File: config.mk
export PLATFORM = sky130hd
export DESIGN_NAME = osd_bgwin
export DESIGN_NICKNAME = d
export VERILOG_FILES = /design/src/rtl/osd_bgw_pkg.sv /design/src/rtl/osd_raster_cnt.sv /design/src/rtl/osd_field_hold.sv /design/src/rtl/osd_rect_hit.sv /design/src/rtl/osd_bgwin.sv
export SDC_FILE = /design/constraint.sdc
export NUM_CORES = 1
export LEC_CHECK = 0
export BUFFER_PORTS_ARGS = -buffer_cell sky130_fd_sc_hd__buf_2
export CAP_MARGIN = 20
export CORE_MARGIN = 5
export CORE_UTILIZATION = 56
export CTS_BUF_LIST = sky130_fd_sc_hd__clkbuf_8
export CTS_CLUSTER_DIAMETER = 40
export DETAILED_ROUTE_END_ITERATION = 8
export PLACE_DENSITY_LB_ADDON = 0.15
export SETUP_SLACK_MARGIN = 0.4
export SYNTH_ARGS = -nofsm -noshare
export SYNTH_HDL_FRONTEND = slang
export SYNTH_HIERARCHICAL = 1
export SYNTH_SLANG_ARGS = --single-unit
File: constraint.sdc
create_clock -name clk -period 5.53 [get_ports clk]
set_input_delay 0.553 -clock clk [delete_from_list [all_inputs] [get_ports clk]]
set_output_delay 0.553 -clock clk [all_outputs]
set_load 0.05 [all_outputs]
File: src/rtl/osd_bgw_pkg.sv
package osd_bgw_pkg;

   // Colour triple as delivered to the overlay mixer, red in the top bit
   typedef struct packed {
      logic r;
      logic g;
      logic b;
   } osd_rgb_t;

   // Which layer owns the current pixel
   typedef enum logic [1:0] {
      REG_NONE   = 2'd0,
      REG_SHADOW = 2'd1,
      REG_PANEL  = 2'd2
   } osd_region_e;

endpackage

File: src/rtl/osd_raster_cnt.sv
module osd_raster_cnt #(
   parameter int PIX_W  = 11,
   parameter int LINE_W = 10
) (
   input  logic              clk,
   input  logic              rst_n,
   input  logic              hsync,
   input  logic              vsync,
   output logic              field_start,
   output logic [PIX_W-1:0]  pix,
   output logic [LINE_W-1:0] ln
);

   localparam logic [PIX_W-1:0]  PIX_TOP  = '1;
   localparam logic [LINE_W-1:0] LINE_TOP = '1;

   logic hs_q, vs_q;
   logic hs_edge;

   assign hs_edge     = hsync & ~hs_q;
   assign field_start = vsync & ~vs_q;

   always_ff @(posedge clk or negedge rst_n) begin
      if (!rst_n) begin
         hs_q <= 1'b0;
         vs_q <= 1'b0;
         pix  <= '0;
         ln   <= '0;
      end else begin
         hs_q <= hsync;
         vs_q <= vsync;
         // column index, saturating on a missing sync
         if (hs_edge)
            pix <= '0;
         else if (pix != PIX_TOP)
            pix <= pix + 1'b1;
         // scan-line index; a field start wins over a line start
         if (field_start)
            ln <= '0;
         else if (hs_edge && ln != LINE_TOP)
            ln <= ln + 1'b1;
      end
   end

endmodule

File: src/rtl/osd_field_hold.sv
module osd_field_hold #(
   parameter int CFG_W = 8
) (
   input  logic             clk,
   input  logic             rst_n,
   input  logic             load,
   input  logic [CFG_W-1:0] d,
   output logic [CFG_W-1:0] q
);

   if (CFG_W < 1) begin : g_bad_width
      $error("osd_field_hold: CFG_W must be at least 1");
   end

   always_ff @(posedge clk or negedge rst_n) begin
      if (!rst_n)
         q <= '0;
      else if (load)
         q <= d;
   end

endmodule

File: src/rtl/osd_rect_hit.sv
module osd_rect_hit #(
   parameter int X_W = 11,
   parameter int Y_W = 10,
   parameter int O_W = 4
) (
   input  logic [X_W-1:0] x,
   input  logic [Y_W-1:0] y,
   input  logic           y_ok,
   input  logic [X_W-1:0] x_lo,
   input  logic [X_W-1:0] x_hi,
   input  logic [Y_W-1:0] y_lo,
   input  logic [Y_W-1:0] y_hi,
   input  logic [O_W-1:0] x_ofs,
   input  logic [O_W-1:0] y_ofs,
   output logic           hit
);

   // one guard bit so that bound + offset never wraps
   localparam int XE = X_W + 1;
   localparam int YE = Y_W + 1;

   if (O_W > X_W || O_W > Y_W) begin : g_bad_ofs
      $error("osd_rect_hit: offset wider than a coordinate");
   end

   logic [XE-1:0] xv, xl, xh;
   logic [YE-1:0] yv, yl, yh;

   assign xv = {1'b0, x};
   assign yv = {1'b0, y};
   assign xl = {1'b0, x_lo} + XE'(x_ofs);
   assign xh = {1'b0, x_hi} + XE'(x_ofs);
   assign yl = {1'b0, y_lo} + YE'(y_ofs);
   assign yh = {1'b0, y_hi} + YE'(y_ofs);

   assign hit = y_ok && (xv >= xl) && (xv <= xh) && (yv >= yl) && (yv <= yh);

endmodule

File: src/rtl/osd_bgwin.sv
module osd_bgwin
   import osd_bgw_pkg::*;
#(
   parameter int PIX_W          = 11,
   parameter int LINE_W         = 10,
   parameter int OFS_W          = 4,
   parameter int VD_W           = 8,
   parameter int LINES_PER_STEP = 4,
   parameter bit SHADOW_EN      = 1'b1
) (
   input  logic              clk,
   input  logic              rst_n,
   input  logic              hsync,
   input  logic              vsync,
   input  logic              cfg_win_en,
   input  logic [LINE_W-1:0] cfg_row_lo,
   input  logic [LINE_W-1:0] cfg_row_hi,
   input  logic [PIX_W-1:0]  cfg_col_lo,
   input  logic [PIX_W-1:0]  cfg_col_hi,
   input  logic [2:0]        cfg_win_rgb,
   input  logic              cfg_shd_en,
   input  logic [OFS_W-1:0]  cfg_shd_w,
   input  logic [OFS_W-1:0]  cfg_shd_h,
   input  logic [2:0]        cfg_shd_rgb,
   input  logic [VD_W-1:0]   cfg_vdelay,
   output logic              win_active,
   output logic              shad_active,
   output logic [2:0]        rgb
);

   localparam int STEP_SH   = $clog2(LINES_PER_STEP);
   localparam bit STEP_POW2 = ((1 << STEP_SH) == LINES_PER_STEP);
   localparam int ORG_W     = VD_W + $clog2(LINES_PER_STEP + 1);
   localparam int CFG_W     = 2 + 2*LINE_W + 2*PIX_W + 6 + 2*OFS_W + VD_W;

   if (LINES_PER_STEP < 1) begin : g_bad_step
      $error("osd_bgwin: LINES_PER_STEP must be at least 1");
   end
   if (VD_W < 1 || PIX_W < 2 || LINE_W < 2) begin : g_bad_dims
      $error("osd_bgwin: counter or delay width too small");
   end

   // ---------------- raster position ----------------
   logic              field_start;
   logic [PIX_W-1:0]  pix_cnt;
   logic [LINE_W-1:0] ln_cnt;

   osd_raster_cnt #(.PIX_W(PIX_W), .LINE_W(LINE_W)) u_raster (
      .clk(clk), .rst_n(rst_n), .hsync(hsync), .vsync(vsync),
      .field_start(field_start), .pix(pix_cnt), .ln(ln_cnt)
   );

   // ---------------- per-field capture ----------------
   logic [CFG_W-1:0]  cfg_live, cfg_held;
   logic              h_win_en, h_shd_en;
   logic [LINE_W-1:0] h_row_lo, h_row_hi;
   logic [PIX_W-1:0]  h_col_lo, h_col_hi;
   logic [2:0]        h_win_rgb, h_shd_rgb;
   logic [OFS_W-1:0]  h_shd_w, h_shd_h;
   logic [VD_W-1:0]   h_vdelay;

   assign cfg_live = {cfg_win_en, cfg_row_lo, cfg_row_hi, cfg_col_lo, cfg_col_hi,
                      cfg_win_rgb, cfg_shd_en, cfg_shd_w, cfg_shd_h, cfg_shd_rgb,
                      cfg_vdelay};

   osd_field_hold #(.CFG_W(CFG_W)) u_hold (
      .clk(clk), .rst_n(rst_n), .load(field_start), .d(cfg_live), .q(cfg_held)
   );

   assign {h_win_en, h_row_lo, h_row_hi, h_col_lo, h_col_hi,
           h_win_rgb, h_shd_en, h_shd_w, h_shd_h, h_shd_rgb,
           h_vdelay} = cfg_held;

   // ---------------- vertical origin ----------------
   logic [VD_W-1:0]   vd_eff;
   logic [ORG_W-1:0]  origin;
   logic              row_ok;
   logic [LINE_W-1:0] row;

   assign vd_eff = (h_vdelay == '0) ? VD_W'(1) : h_vdelay;

   if (STEP_POW2) begin : g_org_shift
      assign origin = ORG_W'(vd_eff) << STEP_SH;
   end else begin : g_org_mul
      assign origin = ORG_W'(vd_eff) * ORG_W'(LINES_PER_STEP);
   end

   assign row_ok = ORG_W'(ln_cnt) >= origin;
   assign row    = ln_cnt - LINE_W'(origin);

   // ---------------- area tests ----------------
   logic panel_hit, shd_area;

   osd_rect_hit #(.X_W(PIX_W), .Y_W(LINE_W), .O_W(OFS_W)) u_panel_hit (
      .x(pix_cnt), .y(row), .y_ok(row_ok),
      .x_lo(h_col_lo), .x_hi(h_col_hi), .y_lo(h_row_lo), .y_hi(h_row_hi),
      .x_ofs('0), .y_ofs('0), .hit(panel_hit)
   );

   if (SHADOW_EN) begin : g_shadow
      logic shd_hit;
      osd_rect_hit #(.X_W(PIX_W), .Y_W(LINE_W), .O_W(OFS_W)) u_shd_hit (
         .x(pix_cnt), .y(row), .y_ok(row_ok),
         .x_lo(h_col_lo), .x_hi(h_col_hi), .y_lo(h_row_lo), .y_hi(h_row_hi),
         .x_ofs(h_shd_w), .y_ofs(h_shd_h), .hit(shd_hit)
      );
      assign shd_area = shd_hit & h_shd_en;
   end else begin : g_no_shadow
      assign shd_area = 1'b0;
   end

   // ---------------- layer select ----------------
   osd_region_e region;
   osd_rgb_t    pix_colour;

   always_comb begin
      region = REG_NONE;
      if (h_win_en) begin
         if (panel_hit)
            region = REG_PANEL;
         else if (shd_area)
            region = REG_SHADOW;
      end
   end

   always_comb begin
      case (region)
         REG_PANEL:  pix_colour = osd_rgb_t'(h_win_rgb);
         REG_SHADOW: pix_colour = osd_rgb_t'(h_shd_rgb);
         default:    pix_colour = '0;
      endcase
   end

   assign win_active  = (region == REG_PANEL);
   assign shad_active = (region == REG_SHADOW);
   assign rgb         = pix_colour;

endmodule

==> metrics, run 1 <==
fmax=0.200 GHz; via/cell ratio=about 5.9; Yosys reg bits=slightly below 90; CTS hold repair buffers=0; CP Class=flip-flop to primary output; met2 Use GR=37.5%; HPWL after DPL=14.5 mm; mapped cell area=8040 µm²; Syn-to-layout area delta=12.6%; die span in y=130 µm; TNS Setup=0 ns; post-synth cell types=74; number of diodes=0; mux cell area share after synthesis=about 11%; # IOs=75; post-synthesis sequential area ratio=27.7%; IO Port Bufs=between 70 and 80; CTS tree=built; largest area contributor in the synthesized netlist=dfrtp_1; complex-gate fraction of the synthesized area=14.3%; placed insts=1048; Mean Syn Cell Area=10.2 µm²; Clock Tree Buf Depth=2; Warnings, synthesis=6; design area=between 9000 and 10000 µm²; CTS Buf Count=9; largest family of logic cells by synthesized area=adder cells; Pre-antenna DRT Iters=5; grt ovf=0; Simple-Gate Fraction of Synth Area=13.2%; core area=14000 µm²; number of global-route vias before repair=6530; Placed Area=approximately 8600 µm²; final period demand of the worst path=5.00 ns; total track usage=22.6%; number of synthesized flops with an enable pin=0; Critical Path Most Common Cell=a311oi_2; initial antenna violation count=0; final-report setup violation count=0; Avg WL per Cell=around 17 µm; Layout Cells excl Fill=1070; Synth top area share=27.7%; Post-Synthesis Cells=786; worst path cell trace=nor4_2 > a41o_1 > ha_2 > fa_2 > nor2b_4 > o31a_1 > or4b_4 > o311ai_4 > ha_4 > o21ai_2 > a21oi_2 > a2111oi_4 > a311oi_2 > a311oi_2 > and4b_2 > a22o_1 > buf_6; total of max-cap violations=0; CP startpoint kind=flip-flop; worst endpoint data arrival time=4.45 ns; synth top area cells=dfrtp_1, ha_1, mux2_4, xor2_1, mux2_2; Root Driver=clkbuf_8; # rows=43; crit-path max FO=4; PD cells=288 nW/µm²; post-route ant nets=0; vias=roughly 6300; actual slew at the worst max-slew pin=0.911 ns; XOR/XNOR Fraction of Synth Area=about 8.4%; Worst Hold Class=input pin to async pin; Critical Path RT=4.98 ns; Peak VDD IR=218 µV; largest net degree at the start of global routing=90; drt total wl=approximately 18 mm; Layout Nets=around 1100; GRT Max-Usage Layer=met2; max-slew violations=0; routability cong.=about 0.86; first-pass GRT wire length=30.8 mm; endpoint type of the worst setup path=primary output; # DRC=0; met1 Usage GRT=between 30% and 40%; layout cells sized above 1=~22%; CTS clock-pin slew for the worst setup and hold paths=about 0.10 ns; clock sink count=89; H-Tree Depth=3; RSZ-0062 raised after global routing=true; Initial Util=a little under three fifths; die span in x=130 µm; clk_lat worst skew=0.38 ns; cell leakage power=around 4.3 nW; FFs w/ async S/R, synth=100%; Tcrit/Tclk final=90.4%; Die Area=16900 µm²; met3 Resource Use GR=around 3.8%; status=complete, no violations; critical path's largest stage delay=0.50 ns; normalized max-slew margin=between 30% and 40%; Hold Violations, Final=0; Final Skew=approximately 0.0096 ns; Starting DRT DRC Count=276; ys flop type=dfrtp_1; power consumption=2.61 mW; Slowest-stage cell, CP=or4b_4; Post-Synth Adder-Cell Area=between 20% and 30%
state kept, by name, indices dropped and copies added (netlist names):
| name | cells |
|---|---|
| u_raster/hs_q | 1 |
| u_raster/ln | 10 |
| u_raster/vs_q | 1 |
| u_raster/pix | 11 |
| u_hold/q | 66 |
per-layer routing:
metal,routed length (µm),share of wire [%],up-vias
met5,0,0,-
met4,403,2.2,0
met3,721,3.9,29
met2,8660,47,138
met1,8670,47,3058
li1,-,-,3091
kinds of logic after synthesis:
logic type	after synthesis
AND/OR/NAND/NOR	195
AO/OA/AOI/OAI	166
adder cells (fa/ha/maj)	135
flip-flops	89
XOR/XNOR	77
multiplexers	67
buffers and inverters	56
other	1
final timing paths:
kind                                          from                          to  slack [ns]  depth (start not counted)
max                        u_hold/q[3]$_DFFE_PN0P_                      rgb[1]        0.53                         17
min                                          rst_n     u_raster/vs_q$_DFF_PN0_        0.16                          1
max reg2reg                u_raster/hs_q$_DFF_PN0_  u_raster/ln[7]$_DFFE_PN0P_        3.18                          5
min reg2reg                u_hold/q[9]$_DFFE_PN0P_     u_hold/q[9]$_DFFE_PN0P_        0.51                          1
max in group asynchronous                    rst_n    u_hold/q[38]$_DFFE_PN0P_        4.73                          2
min in group clk                             vsync     u_raster/vs_q$_DFF_PN0_        0.29                          1
critical path, delay by kind of cell, from the launching register on:
family | cells | cell delay [ns]
AO/OA/AOI/OAI | 9 | 1.64
adder cells (fa/ha/maj) | 3 | 0.70
buffers and inverters | 1 | 0.16
flip-flops | 1 | 0.41
AND/OR/NAND/NOR | 4 | 1.15
placed cells by master, fill, tap and decap left out, drive strengths merged, types with 7 or more instances in the layout:
| cell | instances |
|---|---|
| a21o | 24 |
| o21bai | 7 |
| nor2 | 29 |
| inv | 46 |
| ha | 126 |
| mux2 | 66 |
| nor2b | 12 |
| a21oi | 44 |
| dfrtp | 89 |
| clkbuf | 9 |
| xnor2 | 31 |
| nand2 | 42 |
| o21ai | 29 |
| and3 | 13 |
| nand2b | 11 |
| a31oi | 7 |
| nand4 | 23 |
| xor2 | 46 |
| o211ai | 7 |
| buf | 81 |
| nand3 | 30 |
| fa | 9 |
| conb | 20 |
Yosys cell counts (3+ instances only):
library cell / instances
o21bai_1: 6
nand2_1: 42
nor2b_1: 11
dfrtp_1: 89
o211ai_2: 4
xor2_1: 46
mux2_4: 40
o31ai_1: 4
a22o_1: 3
nand3_1: 30
buf_2: 4
ha_1: 126
a31oi_1: 7
and4_1: 5
a211oi_1: 5
buf_6: 6
o21ai_0: 21
and3_1: 11
nand4_1: 23
nor3_1: 5
or4_1: 3
fa_1: 9
nand2b_1: 11
o21a_1: 5
mux2_2: 26
a21o_1: 23
o31a_1: 3
or3_1: 3
a21oi_1: 43
and2_1: 4
a41oi_1: 3
nor2_1: 29
xnor2_1: 31
o211ai_1: 3
inv_1: 43
o21ai_1: 8
per-stage QoR:
stage | hold slack, ns | setup slack [ns] | utilization, %
final | 0.161 | 0.531 | 64.7
after global routing | 0.194 | 0.289 | 64.7
after CTS | 0.259 | 0.376 | 63.6
after detailed placement | 0.498 | 0.536 | 61.6
after global placement | 0.485 | 0.676 | 61.6
after floorplan | 0.257 | 0.693 | -
report_power, final:
group	leakage, nW	internal (mW)	total, mW	switching (mW)
registers	1.08	0.736	0.887	0.151
logic	3.09	0.608	1.25	0.644
clock network	0.106	0.213	0.469	0.256
total	4.28	1.56	2.61	1.05
repair_timing:
action	CTS	global route
gates cloned	0	0
pin swaps	8	15
setup endpoints to repair	5	5
buffers inserted	3	1
hold endpoints to repair	0	0
gates resized for setup	14	17
cell type report:
type	instances	area [µm²]
Multi-Input combinational cell	660	5760
Fill cell	1145	4940
Sequential cell	89	2230
Timing Repair Buffer	81	465
Tap cell	180	225
Inverter	44	166
Clock buffer	9	124
Clock inverter	7	77.6
No activity file was read; power rests on OpenSTA's default activity.
==> inputs of run 2 (changes only) <==
--- a/config.mk
+++ b/config.mk
@@ -8,7 +8,7 @@
 export BUFFER_PORTS_ARGS = -buffer_cell sky130_fd_sc_hd__buf_2
 export CAP_MARGIN = 20
 export CORE_MARGIN = 5
-export CORE_UTILIZATION = 56
+export CORE_UTILIZATION = 44
 export CTS_BUF_LIST = sky130_fd_sc_hd__clkbuf_8
 export CTS_CLUSTER_DIAMETER = 40
 export DETAILED_ROUTE_END_ITERATION = 8
==> constraint.sdc (replaced) <==
create_clock -name clk -period 5.7 [get_ports clk]
set_input_delay 0.57 -clock clk [delete_from_list [all_inputs] [get_ports clk]]
set_output_delay 0.57 -clock clk [all_outputs]
set_load 0.05 [all_outputs]
==> run 2 against run 1 <==
Against the previous run: combinational power fell by 6%; final cell count rose by 4.7%; highest routed layer unchanged; global-route usage fell by 5.2 points; wire length fell by 0.11%; worst setup slack improved by 0.071 ns; power fell by 5.7%; non-clock buffer count rose by 1; largest power group unchanged; critical path type unchanged; clock skew rose by 0.00076 ns.
==> metrics, run 2 (synthesis gave the netlist of run 1 again) <==
status=complete, no violations; Slowest-stage cell, CP=or4b_4; Peak VDD IR=152 µV (-30%); Syn-to-layout area delta=12.4%; fmax=between 0.15 and 0.2 GHz; Layout Nets=1091 (+0.092%); H-Tree Depth=3 (unchanged); Largest regs=u_hold/q: 66 flops, u_raster/pix: 11 flops, u_raster/ln: 10 flops; die span in x=145 µm (+12%); worst r2r src=u_raster/hs_q$_DFF_PN0_; most common cell after layout, fill and taps aside=ha_1; # DRC=0 (unchanged); largest reg by FF count=u_hold/q; Die Area=21100 µm² (+25%); Root Driver=clkbuf_8; TNS Setup=0 ns (unchanged); CTS Buf Count=9 (unchanged); final-report setup violation count=0 (unchanged); RSZ-0062 raised after global routing=false; Reg area=2230 µm² (about the same); die span in y=145 µm (+12%); post-route ant nets=0 (unchanged); most frequent cells in the layout=ha_1, dfrtp_1, buf_2; CTS tree=built; crit-path max FO=4 (unchanged); actual slew at the worst max-slew pin=0.866 ns (-0.0452 ns); final period demand of the worst path=~5.1 ns; grt ovf=0 (unchanged); Final Skew=0.0104 ns (+0.000761 ns); endpoint type of the worst setup path=primary output; CP startpoint kind=flip-flop; Starting DRT DRC Count=288 (+4.3%); IO Port Bufs=74 (unchanged); R2R cell count=5 (unchanged); max reg flops=66 (unchanged); fillers=1668 (+46%); RR Endpoint=u_raster/ln[7]$_DFFE_PN0P_; final cell utilization of the core=50.3% (-14 points); Sw Ratio=40.4% (+0.081 points); power consumption=2.46 mW (-5.7%); # IOs=75 (unchanged); Tcrit/Tclk final=89.4%; normalized max-slew margin=42.1% (+3.0 points); clk_lat worst skew=0.38 ns (about the same); cell leakage power=4.26 nW (-0.62%); Critical Path RT=5.13 ns (+0.15 ns); largest net degree at the start of global routing=48 (-47%); total of max-cap violations=0 (unchanged); number of global-route vias before repair=6045 (-7.4%); total track usage=17.4% (-5.2 points); Initial Util=44.8% (-13 points); HPWL after DPL=14.5 mm (-0.21%); Pre-antenna DRT Iters=4 (-1); Worst Hold Class=input pin to async pin; Avg WL per Cell=16.5 µm (-4.6%); via/cell ratio=5.40 (-8.5%); Hold Violations, Final=0 (unchanged); PD cells=272 nW/µm² (-5.6%); Multi-input gate area=5720 µm² (-0.78%); routability cong.=0.898 (+4.4%); Comb pwr share=47.5% (-0.5 points); worst path cell trace=nor4_2 > a41o_1 > ha_4 > fa_2 > nor2b_4 > o31a_1 > or4b_4 > o311ai_4 > buf_4 > ha_1 > o21ai_0 > a21oi_2 > a2111oi_2 > a311oi_1 > a311oi_2 > and4b_2 > a22o_1 > buf_6; Pint=1.47 mW (-5.9%); CTS clock-pin slew for the worst setup and hold paths=0.10 ns (about the same); clock sink count=89 (unchanged); CP Class=flip-flop to primary output; Clock Tree Buf Depth=2 (unchanged); worst endpoint data arrival time=4.53 ns (+0.08 ns); # rows=49 (+14%); number of diodes=0 (unchanged); critical path's largest stage delay=0.51 ns (about the same); worst reg-to-reg setup slack=3.33 ns (+0.15 ns); Reg power frac=35.1% (+1.1 points); core area=18000 µm² (+28%); Psw=0.992 mW (-5.6%); max-slew violations=0 (unchanged); Clk pwr share=17.4% (-0.6 points); layout cells sized above 1=21.9% (-0.47 points); initial antenna violation count=0 (unchanged); drt total wl=18.4 mm (-0.11%); first-pass GRT wire length=30.3 mm (-1.6%); vias=6046 (-4.3%)
run 2: cell types whose count changed in the layout (fill, tap and decap cells not counted), moves of 2 or more:
cell	delta
clkinv_4	-2
ha_1	+2
nor2_2	-2
nor2_1	+2
buf_4	+4
run 2: repair_timing:
action / 4_1_cts / 5_1_grt
setup endpoints to repair: 1 / 5
setup buffers: 0 / 4
pin swaps: 0 / 7
cloned: 0 / 0
hold buffers: 0 / 0
gates resized for setup: 2 / 24
run 2: per-stage QoR:
step                      cell area [µm²]  worst slack [ns]  hold WS (ns)  cells
after floorplan                      8110             0.846         0.274    805
after global placement               8710             0.954         0.492   1100
after detailed placement             8710             0.847         0.499   1100
after CTS                            8890             0.414         0.152   1116
after global routing                 9040             0.407         0.182   1120
final                                9040             0.602         0.155   1120
run 2: power groups by stage:
stage,clock (mW),combinational (mW),sequential (mW)
2_1_floorplan,0,0.883,0.823
3_3_place_gp,0,1.10,0.877
3_5_place_dp,0,1.11,0.879
4_1_cts,0.454,1.12,0.866
5_1_grt,0.471,1.35,0.883
6_report,0.427,1.17,0.863
run 2: how the worst max path moves through the flow:
| stage | start | endpoint | slack [ns] | cells after the start |
|---|---|---|---|---|
| final | u_hold/q[1]$_DFFE_PN0P_ | rgb[1] | 0.60 | 18 |
| after global routing | u_hold/q[1]$_DFFE_PN0P_ | rgb[1] | 0.41 | 18 |
| after CTS | u_hold/q[3]$_DFFE_PN0P_ | rgb[1] | 0.41 | 17 |
| after detailed placement | u_hold/q[3]$_DFFE_PN0P_ | rgb[1] | 0.85 | 17 |
| after global placement | u_hold/q[3]$_DFFE_PN0P_ | rgb[1] | 0.95 | 17 |
| after floorplan | u_hold/q[3]$_DFFE_PN0P_ | rgb[0] | 0.85 | 16 |
run 2: layout make-up:
cell class              count  area share, %
flip-flops and latches     89           24.7
clock inverters             6          0.526
repair buffers             82           5.00
clock buffers              10           1.52
inverters                  44           1.84
well taps                 229           3.17
multi-input cells         660           63.3
run 2: worst max-delay path, delay by kind of cell, from the launching register on:
kind,cells,cell delay [ns]
fa+ha+maj,3,0.62
buf+inv,2,0.33
flops,1,0.43
simple gates,4,1.15
compound gates,9,1.62
run 2: metal layers:
metal,GRT usage [%],wire length (µm)
met2,29.5,8820
met4,3.45,222
met3,3.40,575
met1,23.3,8820
met5,0,0
